<file path="src/rtl/lnk_mode_pkg.sv">
package lnk_mode_pkg;
    typedef enum logic [1:0] {
        MD_NORMAL   = 2'b00,
        MD_OUTDIS   = 2'b01,
        MD_SHUTDOWN = 2'b10,
        MD_PWRDN    = 2'b11
    } mode_e;
endpackage

</file>
<file path="src/rtl/lnk_act_sync.sv">
module lnk_act_sync #(
    parameter int STAGES = 2
) (
    input  logic clk,
    input  logic rst_n,
    input  logic async_i,
    output logic sync_o
);
    logic [STAGES-1:0] chain_q;

    genvar g;
    generate
        for (g = 0; g < STAGES; g++) begin : g_stage
            if (g == 0) begin : g_first
                always_ff @(posedge clk or negedge rst_n) begin
                    if (!rst_n) chain_q[g] <= 1'b0;
                    else        chain_q[g] <= async_i;
                end
            end else begin : g_next
                always_ff @(posedge clk or negedge rst_n) begin
                    if (!rst_n) chain_q[g] <= 1'b0;
                    else        chain_q[g] <= chain_q[g-1];
                end
            end
        end
    endgenerate

    assign sync_o = chain_q[STAGES-1];
endmodule

</file>
<file path="src/rtl/lnk_lane_decode.sv">
module lnk_lane_decode #(
    parameter int NLANES = 4
) (
    input  logic [1:0]        code_i,
    output logic [NLANES-1:0] mask_o
);
    int lim;

    always_comb begin
        unique case (code_i)
            2'b00:   lim = 0;
            2'b01:   lim = 1;
            2'b10:   lim = 2;
            default: lim = NLANES;
        endcase
    end

    genvar g;
    generate
        for (g = 0; g < NLANES; g++) begin : g_lane
            assign mask_o[g] = (g < lim);
        end
    endgenerate
endmodule

</file>
<file path="src/rtl/lnk_mode_fsm.sv">
module lnk_mode_fsm
    import lnk_mode_pkg::*;
#(
    parameter int DWELL_W = 4
) (
    input  logic               clk,
    input  logic               rst_n,
    input  logic               en_i,
    input  logic               pwr_down_i,
    input  logic               sq_bypass_i,
    input  logic               act_s_i,
    input  logic [DWELL_W-1:0] dwell_i,
    output mode_e              state_o
);
    localparam int CW = DWELL_W + 1;
    localparam logic [DWELL_W-1:0] CNT_MAX = {DWELL_W{1'b1}};

    mode_e              state_q, state_d;
    logic [DWELL_W-1:0] run_q, run_d;
    logic [CW-1:0]      need, seen;
    logic               qualified;

    assign need      = (dwell_i == '0) ? CW'(1) : {1'b0, dwell_i};
    assign seen      = {1'b0, run_q} + CW'(1);
    assign qualified = act_s_i && (seen >= need);

    always_ff @(posedge clk or negedge rst_n) begin
        if (!rst_n) begin
            state_q <= MD_SHUTDOWN;
            run_q   <= '0;
        end else begin
            state_q <= state_d;
            run_q   <= run_d;
        end
    end

    always_comb begin
        state_d = state_q;
        if (!en_i) begin
            state_d = MD_SHUTDOWN;
        end else if (pwr_down_i) begin
            state_d = MD_PWRDN;
        end else if (sq_bypass_i) begin
            state_d = MD_NORMAL;
        end else begin
            unique case (state_q)
                MD_NORMAL: state_d = act_s_i ? MD_NORMAL : MD_OUTDIS;
                MD_OUTDIS: state_d = qualified ? MD_NORMAL : MD_OUTDIS;
                default:   state_d = MD_OUTDIS;
            endcase
        end
    end

    always_comb begin
        if (state_q == MD_OUTDIS && act_s_i)
            run_d = (run_q == CNT_MAX) ? run_q : run_q + 1'b1;
        else
            run_d = '0;
    end

    assign state_o = state_q;

    AST_SQUELCH_ENTER: assert property (@(posedge clk) disable iff (!rst_n)
        (state_q == MD_NORMAL && en_i && !pwr_down_i && !sq_bypass_i && !act_s_i)
        |=> state_q == MD_OUTDIS);
    AST_NO_EARLY_EXIT: assert property (@(posedge clk) disable iff (!rst_n)
        (state_q == MD_OUTDIS && en_i && !pwr_down_i && !sq_bypass_i && !act_s_i)
        |=> state_q == MD_OUTDIS);
    AST_WAKE_QUALIFY: assert property (@(posedge clk) disable iff (!rst_n)
        ((state_q == MD_SHUTDOWN || state_q == MD_PWRDN) && en_i && !pwr_down_i && !sq_bypass_i)
        |=> state_q == MD_OUTDIS);
endmodule

</file>
<file path="src/rtl/lnk_mode_ctrl.sv">
module lnk_mode_ctrl
    import lnk_mode_pkg::*;
#(
    parameter int NLANES  = 4,
    parameter int DWELL_W = 4,
    parameter int SYNC_N  = 2
) (
    input  logic               clk,
    input  logic               rst_n,
    input  logic               en_i,
    input  logic               act_i,
    input  logic               sq_bypass_i,
    input  logic [1:0]         sq_thr_i,
    input  logic [1:0]         lane_cnt_i,
    input  logic               pwr_down_i,
    input  logic [DWELL_W-1:0] dwell_i,
    output logic [NLANES-1:0]  drv_en_o,
    output logic [1:0]         det_thr_o,
    output logic [1:0]         mode_o
);
    logic              act_s;
    logic [NLANES-1:0] lane_mask;
    mode_e             state;

    lnk_act_sync #(.STAGES(SYNC_N)) u_sync (
        .clk     (clk),
        .rst_n   (rst_n),
        .async_i (act_i),
        .sync_o  (act_s)
    );

    lnk_lane_decode #(.NLANES(NLANES)) u_lanes (
        .code_i (lane_cnt_i),
        .mask_o (lane_mask)
    );

    lnk_mode_fsm #(.DWELL_W(DWELL_W)) u_fsm (
        .clk         (clk),
        .rst_n       (rst_n),
        .en_i        (en_i),
        .pwr_down_i  (pwr_down_i),
        .sq_bypass_i (sq_bypass_i),
        .act_s_i     (act_s),
        .dwell_i     (dwell_i),
        .state_o     (state)
    );

    always_comb begin
        unique case (state)
            MD_NORMAL: drv_en_o = lane_mask;
            default:   drv_en_o = '0;
        endcase
    end

    assign det_thr_o = sq_thr_i;
    assign mode_o    = state;

    AST_FORCE_OFF: assert property (@(posedge clk) disable iff (!rst_n)
        !en_i |=> (mode_o == MD_SHUTDOWN && drv_en_o == '0));
    AST_BYPASS_ON: assert property (@(posedge clk) disable iff (!rst_n)
        (en_i && !pwr_down_i && sq_bypass_i) |=> mode_o == MD_NORMAL);
    AST_PWR_OFF: assert property (@(posedge clk) disable iff (!rst_n)
        (en_i && pwr_down_i) |=> (mode_o == MD_PWRDN && drv_en_o == '0));
    AST_ZERO_LANES: assert property (@(posedge clk) disable iff (!rst_n)
        (lane_cnt_i == 2'b00) |-> drv_en_o == '0);
endmodule

</file>
<file path="config.mk">
export PLATFORM = sky130hd
export DESIGN_NAME = lnk_mode_ctrl
export DESIGN_NICKNAME = d
export VERILOG_FILES = /design/src/rtl/lnk_mode_pkg.sv /design/src/rtl/lnk_act_sync.sv /design/src/rtl/lnk_lane_decode.sv /design/src/rtl/lnk_mode_fsm.sv /design/src/rtl/lnk_mode_ctrl.sv
export SDC_FILE = /design/constraint.sdc
export NUM_CORES = 1
export LEC_CHECK = 0
export BUFFER_PORTS_ARGS = -buffer_cell sky130_fd_sc_hd__buf_4
export CAP_MARGIN = 25
export CORE_AREA = 2 2 39 41
export DETAILED_ROUTE_END_ITERATION = 6
export DIE_AREA = 0 0 41 43
export GPL_ROUTABILITY_DRIVEN = 0
export PLACE_DENSITY = 0.72
export SYNTH_ARGS = -nofsm -noshare
export SYNTH_HDL_FRONTEND = slang
export SYNTH_SLANG_ARGS = --single-unit
</file>
<file path="constraint.sdc">
create_clock -name clk -period 1.46 [get_ports clk]
set_clock_uncertainty 0.1 [all_clocks]
set_input_delay 0 -clock clk [delete_from_list [all_inputs] [get_ports clk]]
set_output_delay 0 -clock clk [all_outputs]
set_load 0.01 [all_outputs]
</file>
Word-level counts from Yosys, hierarchy flattened
Cells that the tools add are included.

Register bits: 8. Output and inout bits: 8. Word-level logic and storage cells: 32.

Add/subtract/negate cells: 2. Magnitude comparators: 5. Equal/unequal tests: 5. Muxes and demuxes: 11. Reduce and logical (&&, ||, !) cells: 5.

Operators with widths (count): 4-bit two-way mux (4); 3-bit one-hot mux with 3 select lines (1); 1-bit by 3-bit < comparator with 1-bit output, first input constant (2); 2-bit by 3-bit < comparator with 1-bit output, first input constant (2); 2-bit two-way mux (3); 4-bit by 1-bit adder with 5-bit output, second input constant (1); 5-bit greater-or-equal comparator (1); 4-bit by 1-bit adder with 4-bit output, second input constant (1); 2-bit by 1-bit == test with 1-bit output, second input constant (2); 4-bit == test, second input constant (1); 2-bit zero test (2); 4-bit zero test (1); 2-bit one-hot mux with 2 select lines (1); 2-bit == test, second input constant (1); 1-bit logical AND (2); 1-bit two-way mux (2); 2-bit != test, second input constant (1).

Logic depth before layout (Yosys ltp)
Depth in word-level cells: 9. Gate-level depth with buffers: 7.

Cells and area by module
A second synthesis with hierarchy kept.

Cell total of the unflattened synthesis: 50. Area total of the unflattened synthesis: 509.2 sq um.

By module, submodules not included: lnk_mode_fsm (instances 1, cells an instance 38, area each 389.1 sq um); lnk_act_sync (instances 1, cells an instance 2, area each 50.0 sq um); lnk_mode_ctrl (instances 1, cells an instance 6, area each 45.0 sq um); lnk_lane_decode (instances 1, cells an instance 4, area each 25.0 sq um).

Worst setup path before layout
No wires, ideal clock.

Path type: register to register. From: register u_fsm.run_q[0]. To: register u_fsm.state_q[0] (netlist: u_fsm.state_o[0]). Arrival time: 1.417 ns. Data required time: 1.284 ns. Setup slack: -0.133 ns. Cell stages (with the launch flop): 8. Path buffers: 0. Cell sequence: dfrtp_1 ha_1 xnor2_1 inv_1 ha_1 o21ai_0 a21oi_1 o21ai_1.

Longest elaborated chain between the ends: 8.

Ends and longest elaborated chain: start: declaration (line lnk_mode_fsm.sv:19) `logic [DWELL_W-1:0] run_q, run_d;`; start signal: assignment (line lnk_mode_fsm.sv:33) `run_q <= run_d;`; 4-bit by 1-bit adder with 5-bit output (line lnk_mode_fsm.sv:24) `assign seen = {1'b0, run_q} + CW'(1);`; 5-bit greater-or-equal comparator (line lnk_mode_fsm.sv:25) `assign qualified = act_s_i && (seen >= need);`; 1-bit logical AND (line lnk_mode_fsm.sv:25); 1-bit two-way mux (line lnk_mode_fsm.sv:48) `MD_OUTDIS: state_d = qualified ? MD_NORMAL : MD_OUTDIS;`; 2-bit one-hot mux with 2 select lines (line lnk_mode_fsm.sv:46) `unique case (state_q)`; 2-bit two-way mux (line lnk_mode_fsm.sv:43) `end else if (sq_bypass_i) begin`; 2-bit two-way mux (line lnk_mode_fsm.sv:41) `end else if (pwr_down_i) begin`; 2-bit two-way mux (line lnk_mode_fsm.sv:39) `if (!en_i) begin`; named net u_fsm.state_d[0] (line lnk_mode_fsm.sv:18) `mode_e state_q, state_d;`; end signal: assignment (line lnk_mode_fsm.sv:32) `state_q <= state_d;`; end: declaration (line lnk_mode_fsm.sv:18).

The timed path passes the listed nets, and every way through them passes these cells. A chain may end at the register's enable or synchronous reset.

Final worst setup path
From: register u_fsm.run_q[1]. To: register u_fsm.state_q[0] (netlist: u_fsm.state_o[0]).

The elaborated chain is that of the path after synthesis.

==> qor.csv <==
metric,value,unit
drt-vias-per-instance,4.770,
clock_sinks,8,
clock.fmax,627.6,MHz
regToRegSetupSlack,-130,ps
seqCellArea,201.4,sq um
tightestPinTransition,340.2,ps
dieHeight,43,um
cellInternalPower,394.7,uW
leakage,0.0004099,uW
final.hold.worst_slack,125.8,ps
io_buffers,17,
cts_tree,done,
synth_cell_types,21,
cts_max_level,1,
synth_warnings,0,
vdd_drop_max,354.7,uV
chipWidth,41,um
cts_buffer_depth,2,
detailedRoute.firstPassIterationCount,2,
slew-limit-headroom,77.25,%
syn_avg_cell_area,10.01,sq um
dp.final_hpwl,811.8,um
ys_ff_latch,8,
power.combinational.fraction,18.7,%
critical_path_arrival,1640,ps
cp-start-kind,flip-flop,
grt_antenna_before_repair,0,
cts.root.buffer_cell,sky130_fd_sc_hd__clkbuf_4,
critical_path.reg2reg.startpoint,u_fsm.run_q[1],
layout_common_cells,"sky130_fd_sc_hd__buf_4 (24), sky130_fd_sc_hd__dlygate4sd3_1 (9), sky130_fd_sc_hd__dfrtp_1 (7), sky130_fd_sc_hd__inv_1 (6), sky130_fd_sc_hd__nor2_1 (5)",
cts_inserted_buffers,3,
timing.setup.critical_path_class,flip-flop to flip-flop,
holdCritPathClass,input port to async pin,
grt_pass1_vias,473,
post-synth-top-area-fraction,35.71,%
pwr-share-seq,45.3,%
number_of_design_rule_violations_left_after_detail_routing,0,
post_syn_nets,68,
initial_utilization,35.44,%
overflow,0,
final.fill_count,114,
p_sw_share,24.72,%
syn_to_final_growth,72.19,%
groute.usage.overall,16.33,%
coreArea,1384,sq um
pwr_density_cell,620.8,nW/um^2
finalCriticalPeriod,1593,ps
final_nets,104,
grt_max_degree,8,
drt-total-wl,1.211,mm
n_antenna_cell,0,
clkSlewWorstSetupHoldPaths,60,ps
final_min_period_over_clock_period,109.1,%
post_route_cells_drive_above_1_share,46.43,%
critical_path_required,1500,ps
violated_checks,negative setup slack,
critPathMaxFanout,3,
post_synth_main_area_contributors,"sky130_fd_sc_hd__dfrtp_1 (36%), sky130_fd_sc_hd__ha_1 (13%), sky130_fd_sc_hd__dfstp_2 (5.4%), sky130_fd_sc_hd__inv_1 (4.6%), sky130_fd_sc_hd__nand3_2 (4.1%)",
final_max_slew_viols,0,
synth_top_cell_by_area,sky130_fd_sc_hd__dfrtp_1,
p_total,524.3,uW
combined_area_of_all_synthesized_cells,490.5,sq um
dr_total_vias,477,
fin_tns_setup,-133.3,ps
synth.yosys.seq_area_share,41.07,%
netlist_instances,49,
antenna_nets_post_route,0,
netSwitchingPower,129.6,uW
p_clk_share,36.0,%
rr_endpoint,u_fsm.state_o[0],
fp-row-count,14,
setup_ws,-133.3,ps
run_status,"finished, violations left",
cp-end-kind,flip-flop,
multiInputGateArea,304.0,sq um
reg2regPathDepth,7,
layout.cells.most_common,sky130_fd_sc_hd__buf_4,
grt_first_pass_wirelength,1.807,mm
report.final.hold_viol_count,0,
finalSetupViolations,1,
rsz0062_at_grt,yes,
design.die.area,1763,sq um
initialDrtViolationCount,2,
detail_routed_net_length_per_standard_cell,12.11,um
boundaryPins,22,
max_cap_viol_count,0,
clock_insertion_delay_worst_skew,260,ps
## power by group through the flow
| stage | logic, uW | registers [uW] | clock network (uW) |
|---|---|---|---|
| after floorplan | 29.1 | 241 | 0 |
| after global placement | 68.4 | 241 | 0 |
| after detailed placement | 69.9 | 241 | 0 |
| after CTS | 92.3 | 237 | 201 |
| after global routing | 109 | 238 | 211 |
| final | 98.1 | 237 | 189 |
## critical path: stages (launching register included)
cell and delay, ps:
sky130_fd_sc_hd__dfrtp_1 430, sky130_fd_sc_hd__ha_4 200, sky130_fd_sc_hd__xnor2_2 170, sky130_fd_sc_hd__inv_1 90, sky130_fd_sc_hd__ha_4 270, sky130_fd_sc_hd__o21ai_2 50, sky130_fd_sc_hd__a21oi_2 100, sky130_fd_sc_hd__o21ai_1 70
## what timing repair did
item | in CTS | in global routing
setup endpoints to repair | 1 | 3
buffers inserted | 2 | 1
hold endpoints to repair | 13 | 0
resized for setup | 0 | 6
hold buffers | 9 | 0
pin swaps | 2 | 5
## cell type report
cell class	count	share of cell area, %
Multi-Input combinational cell	33	36.00
Inverter	6	2.667
Tap cell	16	2.370
Sequential cell	8	23.85
Clock buffer	4	3.111
Timing Repair Buffer	33	32.00
## layer usage
metal	global-route usage, %	wire length [um]	vias to the layer above
li1	-	-	232
met1	14.62	424	220
met2	28.13	679	20
met3	4.712	71	5
met4	12.00	36	0
met5	0	0	-
## worst max path at each step
stage                   startpoint          endpoint  slack [ps]  cells past startpoint
finish              u_fsm.run_q[1]  u_fsm.state_o[0]        -130                      7
detailed placement  u_fsm.run_q[1]  u_fsm.state_o[0]        -130                      7
global route        u_fsm.run_q[1]  u_fsm.state_o[0]        -170                      7
floorplan           u_fsm.run_q[0]  u_fsm.state_o[0]         -60                      7
global placement    u_fsm.run_q[0]  u_fsm.state_o[0]        -120                      7
CTS                 u_fsm.run_q[0]  u_fsm.state_o[0]        -110                      7
## cell families (layout without fill, tap and decap cells)
group           count (synthesis)  after routing  share of synthesized area [%]
mux                             1              1                          2.041
compound gates                  8              8                          8.926
flops                           8              8                          41.07
fa+ha+maj                       5              5                          12.76
simple gates                   16             16                          20.66
buf+inv                         8             43                          7.652
xor+xnor                        3              3                          6.889
## Yosys cell counts
library cell / number
sky130_fd_sc_hd__nor2b_1: 1
sky130_fd_sc_hd__xnor2_2: 1
sky130_fd_sc_hd__nand3_1: 2
sky130_fd_sc_hd__buf_4: 2
sky130_fd_sc_hd__dfstp_2: 1
sky130_fd_sc_hd__xnor2_1: 2
sky130_fd_sc_hd__nor3b_1: 1
sky130_fd_sc_hd__o21ai_1: 1
sky130_fd_sc_hd__inv_1: 6
sky130_fd_sc_hd__nor4b_2: 1
sky130_fd_sc_hd__nand2b_1: 1
sky130_fd_sc_hd__nor2_1: 5
sky130_fd_sc_hd__a31o_2: 1
sky130_fd_sc_hd__nand3_2: 2
sky130_fd_sc_hd__mux2i_1: 1
sky130_fd_sc_hd__ha_1: 5
sky130_fd_sc_hd__a21oi_1: 3
sky130_fd_sc_hd__and2_1: 2
sky130_fd_sc_hd__nor3_1: 1
sky130_fd_sc_hd__o21ai_0: 3
sky130_fd_sc_hd__dfrtp_1: 7
## registers in the layout (all words and copies together) (netlist names)
register	flops
u_sync.chain_q	1
u_fsm.state_o	2
u_sync.sync_o	1
u_fsm.run_q	4
## stage by stage
step	cells	utilization (%)	setup WS, ps	area [sq um]
final	100	61.03	-133.3	844.6
after global routing	100	61.03	-166.2	844.6
after CTS	99	58.14	-106.8	804.5
after detailed placement	84	48.64	-131.9	673.1
after global placement	84	48.64	-124.9	673.1
after floorplan	49	-	-56.21	510.5
Note: power is estimated with default switching activity, not from simulation.
